--- src/rtl/acc_pkg.sv ---
package acc_pkg;

  typedef enum logic [2:0] {
    OP_CLEAR = 3'd0,
    OP_LOADL = 3'd1,
    OP_LOADR = 3'd2,
    OP_SUB   = 3'd3,
    OP_ADD   = 3'd4
  } acc_op_e;

endpackage

--- src/rtl/acc_opnd_prep.sv ---
// Picks the source word, optionally inverts it (add path) and widens it
// with its sign bit to the full accumulator width.
module acc_opnd_prep #(
  parameter int HALF_W = 36
) (
  input  logic [HALF_W-1:0]   ext_word,
  input  logic [HALF_W-1:0]   low_half,
  input  logic                use_low,
  input  logic                invert,
  output logic [HALF_W-1:0]   src_word,
  output logic [2*HALF_W-1:0] subtrahend
);

  logic [HALF_W-1:0] eff_word;

  always_comb begin
    src_word   = use_low ? low_half : ext_word;
    eff_word   = invert ? ~src_word : src_word;
    subtrahend = {{HALF_W{eff_word[HALF_W-1]}}, eff_word};
  end

endmodule

--- src/rtl/acc_sub_eab.sv ---
// Chunked ripple-borrow subtractor with the final borrow wrapped back into
// the least significant bit (end-around borrow).
module acc_sub_eab #(
  parameter int W     = 72,
  parameter int CHUNK = 18
) (
  input  logic [W-1:0] minuend,
  input  logic [W-1:0] subtrahend,
  output logic [W-1:0] result
);

  localparam int NCH = W / CHUNK;

  logic [NCH:0]  bchain;
  logic [W-1:0]  raw;

  assign bchain[0] = 1'b0;

  generate
    for (genvar g = 0; g < NCH; g++) begin : g_chunk
      logic [CHUNK:0] part;
      assign part = {1'b0, minuend[g*CHUNK +: CHUNK]}
                  - {1'b0, subtrahend[g*CHUNK +: CHUNK]}
                  - {{CHUNK{1'b0}}, bchain[g]};
      assign raw[g*CHUNK +: CHUNK] = part[CHUNK-1:0];
      assign bchain[g+1]           = part[CHUNK];
    end
  endgenerate

  // A wrapped borrow can never cause a second borrow: after an underflow
  // the raw difference is at least one.
  assign result = raw - {{(W-1){1'b0}}, bchain[NCH]};

endmodule

--- src/rtl/acc_zero_det.sv ---
// Two-level all-zeros detector: per-chunk NOR, then an AND across chunks.
module acc_zero_det #(
  parameter int W     = 72,
  parameter int CHUNK = 12
) (
  input  logic [W-1:0] vec,
  output logic         is_zero
);

  localparam int NCH = W / CHUNK;

  logic [NCH-1:0] chunk_zero;

  generate
    for (genvar g = 0; g < NCH; g++) begin : g_part
      assign chunk_zero[g] = ~|vec[g*CHUNK +: CHUNK];
    end
  endgenerate

  assign is_zero = &chunk_zero;

endmodule

--- src/rtl/acc_ones_sub_top.sv ---
module acc_ones_sub_top #(
  parameter int HALF_W     = 36,
  parameter int SUB_CHUNK  = 18,
  parameter int ZERO_CHUNK = 12
) (
  input  logic              clk,
  input  logic              rst_n,
  input  logic              start,
  input  logic [2:0]        op,
  input  logic              src_right,
  input  logic [HALF_W-1:0] operand,
  output logic              done,
  output logic [HALF_W-1:0] acc_left,
  output logic [HALF_W-1:0] acc_right,
  output logic              acc_zero
);

  import acc_pkg::*;

  localparam int ACC_W = 2 * HALF_W;

  acc_op_e           op_e;
  logic [ACC_W-1:0]  acc_q;
  logic [ACC_W-1:0]  acc_d;
  logic              acc_en;
  logic              done_q;
  logic              done_d;
  logic [HALF_W-1:0] src_word;
  logic [ACC_W-1:0]  subtrahend;
  logic [ACC_W-1:0]  diff;
  logic              is_add;

  assign op_e   = acc_op_e'(op);
  assign is_add = (op_e == OP_ADD);

  acc_opnd_prep #(.HALF_W(HALF_W)) u_prep (
    .ext_word   (operand),
    .low_half   (acc_q[HALF_W-1:0]),
    .use_low    (src_right),
    .invert     (is_add),
    .src_word   (src_word),
    .subtrahend (subtrahend)
  );

  acc_sub_eab #(.W(ACC_W), .CHUNK(SUB_CHUNK)) u_sub (
    .minuend    (acc_q),
    .subtrahend (subtrahend),
    .result     (diff)
  );

  acc_zero_det #(.W(ACC_W), .CHUNK(ZERO_CHUNK)) u_zero (
    .vec     (acc_q),
    .is_zero (acc_zero)
  );

  // Next-state logic
  always_comb begin
    acc_d  = acc_q;
    acc_en = start;
    done_d = start;
    if (start) begin
      case (op_e)
        OP_CLEAR: acc_d = '0;
        OP_LOADL: acc_d[ACC_W-1:HALF_W] = src_word;
        OP_LOADR: acc_d[HALF_W-1:0]     = src_word;
        OP_SUB,
        OP_ADD:   acc_d = diff;
        default:  acc_d = acc_q;
      endcase
    end
  end

  // State registers
  always_ff @(posedge clk or negedge rst_n) begin
    if (!rst_n) begin
      acc_q  <= '0;
      done_q <= 1'b0;
    end else begin
      done_q <= done_d;
      if (acc_en) begin
        acc_q <= acc_d;
      end
    end
  end

  assign done      = done_q;
  assign acc_left  = acc_q[ACC_W-1:HALF_W];
  assign acc_right = acc_q[HALF_W-1:0];

endmodule

--- config.mk ---
export PLATFORM = sky130hd
export DESIGN_NAME = acc_ones_sub_top
export DESIGN_NICKNAME = d
export VERILOG_FILES = /design/src/rtl/acc_pkg.sv /design/src/rtl/acc_opnd_prep.sv /design/src/rtl/acc_sub_eab.sv /design/src/rtl/acc_zero_det.sv /design/src/rtl/acc_ones_sub_top.sv
export SDC_FILE = /design/constraint.sdc
export NUM_CORES = 1
export LEC_CHECK = 0
export ABC_AREA = 1
export BUFFER_PORTS_ARGS = -buffer_cell sky130_fd_sc_hd__buf_2
export CORE_MARGIN = 2
export CORE_UTILIZATION = 60
export CTS_CLUSTER_SIZE = 16
export DETAILED_ROUTE_END_ITERATION = 10
export PLACE_DENSITY = 0.8
export SYNTH_ARGS = -nofsm -noshare
export SYNTH_HDL_FRONTEND = slang
export SYNTH_SLANG_ARGS = --single-unit
--- constraint.sdc ---
create_clock -name clk -period 14.9 [get_ports clk]
set_input_delay 1.49 -clock clk [delete_from_list [all_inputs] [get_ports clk]]
set_output_delay 1.49 -clock clk [all_outputs]
set_load 0.01 [all_outputs]
Word level (Yosys, flattened, before mapping)

Index checks and enable logic that the tools add are counted.

Register bits: 73
Latch bits: 0
RAM bits: 0
ROM bits: 0
Input port bits: 43
Output and inout bits: 74
Logic and storage cells: 39
Memories: 0

Add/sub/neg operators: 8
$mul: 0
Divide/modulo/power cells: 0
$lt $le $gt $ge: 0
Equal/unequal tests: 4
Shifts and indexed selects: 0
Mux-type cells: 4
Bitwise operators: 1
Reductions and logical operators: 19

Operators by type and width:

| kind               | number |
|---|---|
| $pmux 36 s3        | 2 |
| $sub 18x18->19     | 4 |
| $mux 36            | 2 |
| $reduce_or 12->1   | 6 |
| $sub 72x1->72      | 1 |
| $sub 19x1->19      | 3 |
| $not 36->36        | 1 |
| $eq 3x2->1 const B | 2 |
| $logic_not 1->1    | 6 |
| $reduce_and 6->1   | 1 |
| $reduce_bool 3->1  | 2 |
| $reduce_and 2->1   | 2 |
| $eq 3x1->1 const B | 1 |
| $eq 3x3->1 const B | 1 |
| $logic_not 3->1    | 1 |
| $reduce_or 2->1    | 1 |

Logic depth before layout (Yosys ltp)

Gate-level depths: netlist of the first run.

Depth after elaboration: 9
Depth in mapped cells: 83
Mapped depth without buffers: 82

Cells and area by module

From an unflattened synthesis of the first run, not the netlist that was laid out.

Cells, all modules: 2,845
Area, all modules: 14,938.1 µm²

Modules (own cells, without submodules):

| module           | times used | cells each | area an instance (µm²) |
|---|---|---|---|
| acc_sub_eab      | 1          | 1,803      | 8,981.1 |
| acc_ones_sub_top | 1          | 558        | 3,819.9 |
| acc_opnd_prep    | 1          | 420        | 1,883.1 |
| acc_zero_det     | 1          | 64         | 254.0 |

Worst setup path after synthesis of the first run

OpenSTA, ideal clock, no wires.

Kind: input to register
From: input op[1]
To: register acc_q[62]
Setup time: 0.122 ns
Arrival time: 12.098 ns
Data required time: 14.778 ns
Slack: 2.680 ns
Cell stages on the path: 76
Path buffers: 2
Path through: clkbuf_1 -> nor2_1 -> clkbuf_1 -> xnor2_1 -> ha_1 -> a21oi_1 -> nand2_2 -> nand2_1 -> nand2_2 -> nand2_2 -> nand2_1 -> nand2_2 -> nand2_1 -> a21oi_1 -> fa_1 -> inv_1 -> ha_1 -> inv_1 -> [... 40 more ...] -> nand2_1 -> nand2_1 -> nand2_1 -> a21oi_1 -> xor2_1 -> ha_1 -> ha_1 -> inv_1 -> nor2_2 -> nand3_2 -> nor2_4 -> nand3_4 -> nor2_4 -> nand3_2 -> nor2_1 -> nand3_1 -> nand3_1 -> a21oi_1

Cells in the longest elaborated chain, start to end: 8
Elaborated cells between the ends (all ways): 17
Those cells by class: 8 x add/sub; 3 x eq/ne; 2 x mux; 4 x reduce/logical

RTL lines:

| item                        | line                                           | RTL |
|---|---|---|
| start: declaration          | acc_ones_sub_top.sv:9                          | `input logic [2:0] op,` |
| $eq 3x3->1                  | acc_ones_sub_top.sv:34, acc_ones_sub_top.sv:62 |  |
| $mux 36                     | acc_opnd_prep.sv:18                            | `eff_word = invert ? ~src_word : src_word;` |
| $sub 18x18->19              | acc_sub_eab.sv:23                              | `- {1'b0, subtrahend[g*CHUNK +: CHUNK]}` |
| $sub 19x1->19 (3 in series) | acc_sub_eab.sv:24                              | `- {{CHUNK{1'b0}}, bchain[g]};` |
| $sub 72x1->72               | acc_sub_eab.sv:32                              | `assign result = raw - {{(W-1){1'b0}}, bchain[NCH]};` |
| $pmux 36 s3                 | acc_ones_sub_top.sv:62                         | `case (op_e)` |
| end signal: assignment      | acc_ones_sub_top.sv:76                         | `acc_q <= '0;` |
| end signal: assignment      | acc_ones_sub_top.sv:81                         | `acc_q <= acc_d;` |
| end: declaration            | acc_ones_sub_top.sv:23                         | `logic [ACC_W-1:0] acc_q;` |

Parallel ways exist; a longest one is shown, timed or not.
A chain may end at the register's enable or synchronous reset.

Final worst setup path of the first run

From: input op[0]
To: register acc_q[42]

Same word-level chain as after synthesis.

==> run summary, run 1 <==
Setup Viol. Count Final = 0
Design area = 0.0145 mm²
Part of the Yosys area used for sequential elements = 13.6%
FFs w/ async S/R, synth = 100%
TritonCTS buffer count = 9
Crit. End Element = flip-flop
Top cells by count, synth = nand2_1, inv_1, nor2_1
Critical path class = input pin to flip-flop
Predominant post-synthesis flop cell = dfrtp_1
Rel. slew slack = 8.17%
Die width = 153 µm
Pins Over Slew Limit = 0
Layout area overhead = 8.52%
Top cell type's share of synthesized area = 17.9%
Post-CTS setup buffers = 0
Routed length per instance = 19.1 µm
First-pass GRT wire length = 80700 µm
# clock sinks = 73
LEAKAGE = 0.00800 µW
Most used cell, CP = nand2_1
Worst endpoint required time = 15.14 ns
Avg Vias per Cell = 5.89
IO Port Bufs = 116
CTS tree = built
#FFs+latches synth = 73
Hold crit path type = flip-flop to flip-flop
Share of cells above drive strength 1 = 11.7%
NumNets Final = 2593
Max cap viols = 0
Post-CTS sizing = 0
TNS Setup = 0 ns
Root Driver = clkbuf_16
Core region area = 0.0219 mm²
Count of boundary I/O pins = 117
Global route total overflow = 0
Final Hold Vio Count = 0
Antenna viol nets, final = 0
Startpoint types = input pin
Pwr Total = 3500 µW
Filler cell count in the final layout = 2089
Tcrit/Tclk final = 89.8%
Worst skew pair latency = 0.37 ns
H-tree depth = 3
Drt first pass iters = 9
Cell at the slowest stage of the critical path = buf_4
Final cell count without fillers = 2708
Multi-input logic area = 0.00972 mm²
Mapped Area = 0.0134 mm²
Initial Util = 61.2%
Unrepaired setup endpoints after global routing = no
Post-Syn Area per Cell = 5.77 µm²
Register Area = 0.00183 mm²
Fmax achieved = 0.0748 GHz
Number of synthesized flops with an enable pin = 0
Largest stage delay on the critical path = 0.51 ns
Minimum clock period = 13.38 ns
GRT Overall Usage = 43.6%
Crit path DAT = 13.62 ns
Synth unique cells = 51
Clock slew at reported path FFs = 0.07 ns
Syn Inst Count = 2321
Power per standard cell area = 241 mW/mm²
Placed cell area = 0.0143 mm²
Post-Route WL = 51700 µm
DP Wirelength = 43200 µm
Worst-path fanout max = 27
Die Ht = 153 µm
Peak supply drop = 0.166 mV
Vias in the first global route = 14624
Ys Warns = 0
DRC = 0
Largest cells by area after synthesis = nand2_1, dfrtp_1, inv_1, ha_1, nand3_1
Outcome = completed
Clk buf depth = 2
CTS hold repair buffers = 0
RD Place Congestion = 1.12
Via count = 15942
Cell taking the most area after synthesis = nand2_1
DR iter-0 viols = 1923
Count leader, synth = nand2_1
Final clock skew = 0.0128 ns
Placed cells = 2690
FP Rows = 54
Net Count, Synth = 2493
Die area = 0.0235 mm²
Worst slew pin tran = 1.38 ns
Initial antenna violation count = 1
Largest net degree at the start of global routing = 74
per-stage QoR:
stage	hold slack [ns]	utilization [%]	worst slack, ns
after floorplan	0.573	-	2.68
after global placement	0.540	65.1	1.63
after detailed placement	0.568	65.1	1.37
after CTS	0.585	66.4	1.71
after global routing	0.610	66.4	0.481
final	0.595	66.4	1.52
power by group:
| part | leakage [µW] | switching (µW) | internal [µW] |
|---|---|---|---|
| Sequential | 0.000864 | 79.1 | 252 |
| Clock | 0.000125 | 104 | 113 |
| Combinational | 0.00701 | 2060 | 887 |
cells in the final DEF, fill, tap and decap left out, types with 7 or more instances in the layout:
cell type	n
clkbuf_16	9
o21ai_0	61
buf_4	12
mux2_2	10
a21oi_2	10
fa_1	7
and2_1	9
ha_1	122
buf_2	115
xnor2_1	45
nand3_2	15
nor2_2	25
nor2_4	12
nand3_1	215
nand2_4	10
nor3_1	18
nand3b_1	12
nor4_1	13
xor2_1	12
nand2_2	30
dfrtp_1	73
nand4_1	39
a22oi_1	19
nand2_1	638
inv_1	444
a21oi_1	145
o21ai_1	9
nor2_1	249
path summary, 6_finish.rpt:
kind                       slack [ns]   endpoint  startpoint  cells past startpoint
setup / recovery                 1.52  acc_q[42]       op[0]                     80
hold / removal                   0.60  acc_q[51]   acc_q[51]                      2
setup reg to reg                 2.73  acc_q[42]    acc_q[0]                     80
hold reg to reg                  0.60  acc_q[51]   acc_q[51]                      2
max in group asynchronous       12.93   acc_q[0]       rst_n                      1
min in group asynchronous        1.31  acc_q[23]       rst_n                      1
routing by layer:
metal	vias to the layer above	wire length, µm	part of all wire (%)	GRT usage [%]
li1	7542	-	-	-
met1	7243	20400	40	58.2
met2	973	22200	43	67.8
met3	184	6050	12	7.57
met4	0	2980	5.8	22.4
met5	-	0	0	0
worst max-delay path, delay by kind of cell:
family,cells,cell delay (ns)
simple gates,43,4.70
compound gates,8,1.15
xor+xnor,4,0.65
buf+inv,13,1.53
fa+ha+maj,12,4.08
kinds of logic after synthesis:
kind of cell | count (synthesis) | share of synthesized area [%]
and+or+nand+nor | 1305 | 44.6
adders and majority gates | 129 | 12.4
xor gates and xnor gates | 60 | 4.12
buffers and inverters | 490 | 14.0
muxes | 10 | 0.840
AOI/OAI and AO/OA | 254 | 10.3
DFF | 73 | 13.6
final cells by class:
class	instances	area share (%)
diodes	2	0.0344
clock buffers	10	1.57
clock inverters	6	0.310
inverters	452	11.7
multi-input cells	1758	66.9
flip-flops and latches	73	12.6
well taps	280	2.41
repair buffers	127	4.58
state kept, by name, summed over array words and instances, names as in the netlist:
| register | cells |
|---|---|
| done | 1 |
| acc_q | 72 |
Power figures use the tool's default switching activity.
==> run 2, diff against run 1 <==
--- a/config.mk
+++ b/config.mk
@@ -9,6 +9,7 @@
 export BUFFER_PORTS_ARGS = -buffer_cell sky130_fd_sc_hd__buf_2
 export CORE_MARGIN = 2
 export CORE_UTILIZATION = 60
+export CTS_BUF_LIST = sky130_fd_sc_hd__clkbuf_4 sky130_fd_sc_hd__clkbuf_8
 export CTS_CLUSTER_SIZE = 16
 export DETAILED_ROUTE_END_ITERATION = 10
 export PLACE_DENSITY = 0.8
==> run summary, run 2 (synthesis gave the netlist of run 1 again) <==
Reg-to-Reg Start = acc_q[0]
Global route total overflow = 0 (unchanged)
Max FFs per register = 72 (unchanged)
DR iter-0 viols = 1995 (+3.7%)
H-tree depth = 3 (unchanged)
Final clock skew = 0.0161 ns (+0.00336 ns)
Count of boundary I/O pins = 117 (unchanged)
Clock slew at reported path FFs = 0.10 ns (+0.03 ns)
CTS tree = built
WHS Path Cells = 2 (unchanged)
Most common cell after layout, fill and taps aside = nand2_1
Die area = 0.0235 mm² (unchanged)
Startpoint types = input pin
Tcrit/Tclk final = 89.5% (-0.29 points)
Share of cells above drive strength 1 = 11.8% (+0.041 points)
Highest-count cells in the layout ignoring fill and taps = nand2_1, inv_1, nor2_1
Vias in the first global route = 14606 (-0.12%)
GRT Overall Usage = 43.5% (-0.080 points)
Root Driver = clkbuf_8
LEAKAGE = 0.00796 µW (-0.53%)
TNS Setup = 0 ns (unchanged)
CTS hold repair buffers = 0 (unchanged)
# clock sinks = 73 (unchanged)
Worst Hold End = acc_q[67]
Clk buf depth = 2 (unchanged)
Crit. End Element = flip-flop
IO Port Bufs = 116 (unchanged)
RD Place Congestion = 1.12 (unchanged)
Unrepaired setup endpoints after global routing = no
Avg Vias per Cell = 5.90 (+0.28%)
Outcome = completed
Final cell count without fillers = 2706 (-0.074%)
Die Ht = 153 µm (unchanged)
Final Hold Vio Count = 0 (unchanged)
Die width = 153 µm (unchanged)
Setup Viol. Count Final = 0 (unchanged)
Worst-path fanout max = 27 (unchanged)
Worst slew pin tran = 1.30 ns (-0.0817 ns)
Initial antenna violation count = 1 (unchanged)
Max cap viols = 0 (unchanged)
Minimum clock period = 13.33 ns (-0.0428 ns)
Largest net degree at the start of global routing = 74 (unchanged)
DP Worst Slack = 1.37 ns (unchanged)
Post-CTS setup buffers = 0 (unchanged)
FP Rows = 54 (unchanged)
Worst skew pair latency = 0.40 ns (+0.03 ns)
Critical path class = input pin to flip-flop
Placed cells = 2690 (unchanged)
Antenna viol nets, final = 0 (unchanged)
Peak supply drop = 0.168 mV (+1.5%)
NumNets Final = 2593 (unchanged)
First-pass GRT wire length = 80600 µm (about the same)
Layout area overhead = 7.75%
Post-CTS sizing = 0 (unchanged)
Fmax achieved = 0.0750 GHz (+0.32%)
N_diodes = 0 (-2)
Rel. slew slack = 13.6% (+5.4 points)
Cells on worst reg2reg path = 80 (unchanged)
TritonCTS buffer count = 9 (unchanged)
Drt first pass iters = 6 (-3)
Routed length per instance = 19.1 µm (+0.17%)
DP Wirelength = 43200 µm (unchanged)
Worst endpoint required time = 15.18 ns (+0.04 ns)
Top reg by flops = acc_q
HP Start = acc_q[67]
Crit path DAT = 13.61 ns (about the same)
Core region area = 0.0219 mm² (unchanged)
Most used cell, CP = nand2_1
Setup WS post-layout = 1.57 ns (+0.0428 ns)
Via count = 15975 (+0.21%)
Hold crit path type = flip-flop to flip-flop
Reg2Reg Setup Slack = 2.73 ns (about the same)
DRC = 0 (unchanged)
Reg2Reg Capture Point = acc_q[42]
Post-Route WL = 51700 µm (+0.10%)
Power per standard cell area = 238 mW/mm² (-0.92%)
Cell at the slowest stage of the critical path = fa_1
Largest stage delay on the critical path = 0.51 ns (about the same)
Pins Over Slew Limit = 0 (unchanged)
Initial Util = 61.2% (unchanged)
==> run 2: cell types whose count changed in the layout (fill, tap and decap cells not counted), sizes merged <==
cell,change
diode,-2
==> run 2: area by class of cell <==
type,instances,area [µm²]
multi-input cells,1758,9720
fillers,2105,7450
flip-flops and latches,73,1830
inverters,452,1700
repair buffers,127,666
well taps,280,350
clock buffers,10,131
clock inverters,6,45.0
==> run 2: worst max-delay path by stage <==
| stage | start | endpoint | slack (ns) | cells past startpoint |
|---|---|---|---|---|
| after detailed placement | op[0] | acc_q[42] | 1.37 | 80 |
| after global placement | src_right | acc_q[42] | 1.63 | 78 |
| final | op[0] | acc_q[42] | 1.57 | 80 |
| after CTS | op[0] | acc_q[42] | 1.75 | 80 |
| after floorplan | op[1] | acc_q[62] | 2.68 | 76 |
| after global routing | op[0] | acc_q[26] | 0.51 | 81 |
==> run 2: where the power goes <==
group / switching, µW / internal [µW] / total, µW
clock: 97.6 / 62.7 / 160
combinational: 2060 / 887 / 2950
sequential: 79.5 / 252 / 331
==> run 2: metal layers <==
layer	global-route usage (%)	vias up	routed length, µm
met3	8.08	164	6150
met1	58.2	7288	20400
met5	0	-	0
met2	67.6	987	22300
met4	21.3	0	2910
li1	-	7536	-
==> run 2: worst max-delay path, delay by kind of cell <==
kind,cells,cell delay (ns)
buffers and inverters,13,1.52
xor gates and xnor gates,4,0.65
AOI/OAI and AO/OA,8,1.15
and+or+nand+nor,43,4.69
adders and majority gates,12,4.07
==> run 2: metrics by stage <==
stage / power, µW / util, % / hold WS [ns] / instance area, µm²
3_5_place_dp: 3180 / 65.1 / 0.568 / 14300
4_1_cts: 3350 / 66.0 / 0.591 / 14400
5_1_grt: 3770 / 66.0 / 0.617 / 14400
3_3_place_gp: 3140 / 65.1 / 0.540 / 14300
2_1_floorplan: 2390 / - / 0.573 / 13400
6_report: 3440 / 66.0 / 0.591 / 14400
==> run 3, diff against run 2 <==
==> constraint.sdc (replaced) <==
create_clock -name clk -period 16.9 [get_ports clk]
set_input_delay 1.69 -clock clk [delete_from_list [all_inputs] [get_ports clk]]
set_output_delay 1.69 -clock clk [all_outputs]
set_load 0.01 [all_outputs]
==> run summary, run 3 (synthesis gave the netlist of run 1 again) <==
Core region area = 0.0219 mm² (unchanged)
Die width = 153 µm (unchanged)
Final clock skew = 0.0178 ns (+0.00167 ns)
Largest stage delay on the critical path = 0.80 ns (+0.29 ns)
Worst endpoint required time = 17.22 ns (+2.04 ns)
Die area = 0.0235 mm² (unchanged)
Pwr Total = 3040 µW (-12%)
GRT Overall Usage = 43.6% (+0.093 points)
Root Driver = clkbuf_8
H-tree depth = 3 (unchanged)
Critical path class = input pin to flip-flop
Setup Viol. Count Final = 0 (unchanged)
Via count = 15909 (-0.41%)
DRC = 0 (unchanged)
CTS tree = built
Minimum clock period = 14.03 ns
Largest net degree at the start of global routing = 74 (unchanged)
Initial Util = 61.2% (unchanged)
Worst slew pin tran = 1.17 ns (-0.126 ns)
Vias in the first global route = 14807 (+1.4%)
Global route total overflow = 0 (unchanged)
Critical Path Start = src_right
Crit. End Element = flip-flop
LEAKAGE = 0.00794 µW (-0.23%)
Die Ht = 153 µm (unchanged)
Post-Route WL = 52200 µm (+0.92%)
Post-CTS sizing = 0 (unchanged)
IO Port Bufs = 116 (unchanged)
Max FFs per register = 72 (unchanged)
Placed cells = 2689 (-0.037%)
DP Worst Slack = 2.68 ns (+1.31 ns)
Peak supply drop = 0.152 mV (-9.8%)
Rel. slew slack = 21.2% (+7.6 points)
Routed length per instance = 19.3 µm (+1.0%)
CTS hold repair buffers = 0 (unchanged)
RD Place Congestion = 1.10 (-1.6%)
Reg-to-Reg Start = acc_q[0]
First-pass GRT wire length = 80600 µm (about the same)
Filler cell count in the final layout = 2094 (-0.52%)
Initial antenna violation count = 3 (+2)
DP Wirelength = 42700 µm (-1.2%)
Worst skew pair latency = 0.40 ns (about the same)
Startpoint types = input pin
Unrepaired setup endpoints after global routing = no
Tcrit/Tclk final = 83.0%
Clk buf depth = 2 (unchanged)
Critical Path Stages = 78 (-2.5%)
Placed cell area = 0.0143 mm² (about the same)
Share of cells above drive strength 1 = 11.7% (-0.11 points)
HP Start = acc_q[71]
Top reg by flops = acc_q
Fmax achieved = 0.0713 GHz
Setup WS post-layout = 2.87 ns (+1.31 ns)
Count of boundary I/O pins = 117 (unchanged)
Avg Vias per Cell = 5.88 (-0.34%)
Largest delay share family, worst path = simple AND/OR/NAND/NOR gates
TNS Setup = 0 ns (unchanged)
Drt first pass iters = 6 (unchanged)
Cell at the slowest stage of the critical path = buf_2
Highest-count cells in the layout ignoring fill and taps = nand2_1, inv_1, nor2_1
WP buf/inv = 10 (-3)
Antenna viol nets, final = 0 (unchanged)
Most common cell after layout, fill and taps aside = nand2_1
# clock sinks = 73 (unchanged)
Worst-path fanout max = 62 (+130%)
Design area = 0.0144 mm² (-0.16%)
Crit path DAT = 14.35 ns (+0.74 ns)
Post-CTS setup buffers = 0 (unchanged)
Layout area overhead = 7.58%
DR iter-0 viols = 1729 (-13%)
Pins Over Slew Limit = 0 (unchanged)
WHS Path Cells = 2 (unchanged)
NumNets Final = 2592 (-0.039%)
Final cell count without fillers = 2704 (-0.074%)
Max cap viols = 0 (unchanged)
Final Hold Vio Count = 0 (unchanged)
Clock slew at reported path FFs = 0.09 ns (about the same)
Power per standard cell area = 211 mW/mm² (-12%)
Cells on worst reg2reg path = 79 (-1.3%)
TritonCTS buffer count = 9 (unchanged)
Hold crit path type = flip-flop to flip-flop
Outcome = completed
FP Rows = 54 (unchanged)
Most used cell, CP = nand2_1
[run 3: final timing paths]
| path | endpoint | slack, ns |
|---|---|---|
| setup / recovery | acc_q[66] | 2.87 |
| hold reg to reg | acc_q[71] | 0.59 |
| hold / removal | acc_q[71] | 0.59 |
| min in group asynchronous | acc_q[19] | 1.43 |
| max in group asynchronous | acc_q[30] | 14.63 |
| setup reg to reg | acc_q[66] | 4.68 |
[run 3: cell type report]
class	instances	area (µm²)	area share (%)
multi-input cells	1758	9720	67.4
flip-flops and latches	73	1830	12.7
inverters	452	1700	11.8
repair buffers	126	658	4.57
well taps	280	350	2.43
clock buffers	9	124	0.859
clock inverters	5	35.0	0.243
diodes	1	2.50	0.0174
[run 3: stage by stage]
stage	hold slack (ns)	util (%)
6_report	0.589	65.8
5_1_grt	0.603	65.8
4_1_cts	0.584	65.8
3_5_place_dp	0.561	65.1
3_3_place_gp	0.548	65.1
2_1_floorplan	0.573	-
[run 3: worst register-to-register path: cells and delay by family, from the launching register on]
family,cells,cell delay [ns]
AO/OA/AOI/OAI,8,1.18
XOR/XNOR,4,0.73
adder cells (fa/ha/maj),13,4.42
buffers and inverters,10,0.87
flip-flops,1,0.39
AND/OR/NAND/NOR,44,4.55
[run 3: where the power goes]
part,internal [µW],switching (µW)
clock,51.5,85.7
combinational,781,1830
sequential,222,68.5
[run 3: layer usage]
metal | vias up | GRT usage, % | share of wire (%)
met4 | 2 | 22.1 | 5.4
met2 | 917 | 68.6 | 43
met3 | 151 | 9.44 | 12
met1 | 7295 | 56.5 | 39
met5 | - | 0 | 0.025
li1 | 7544 | - | -
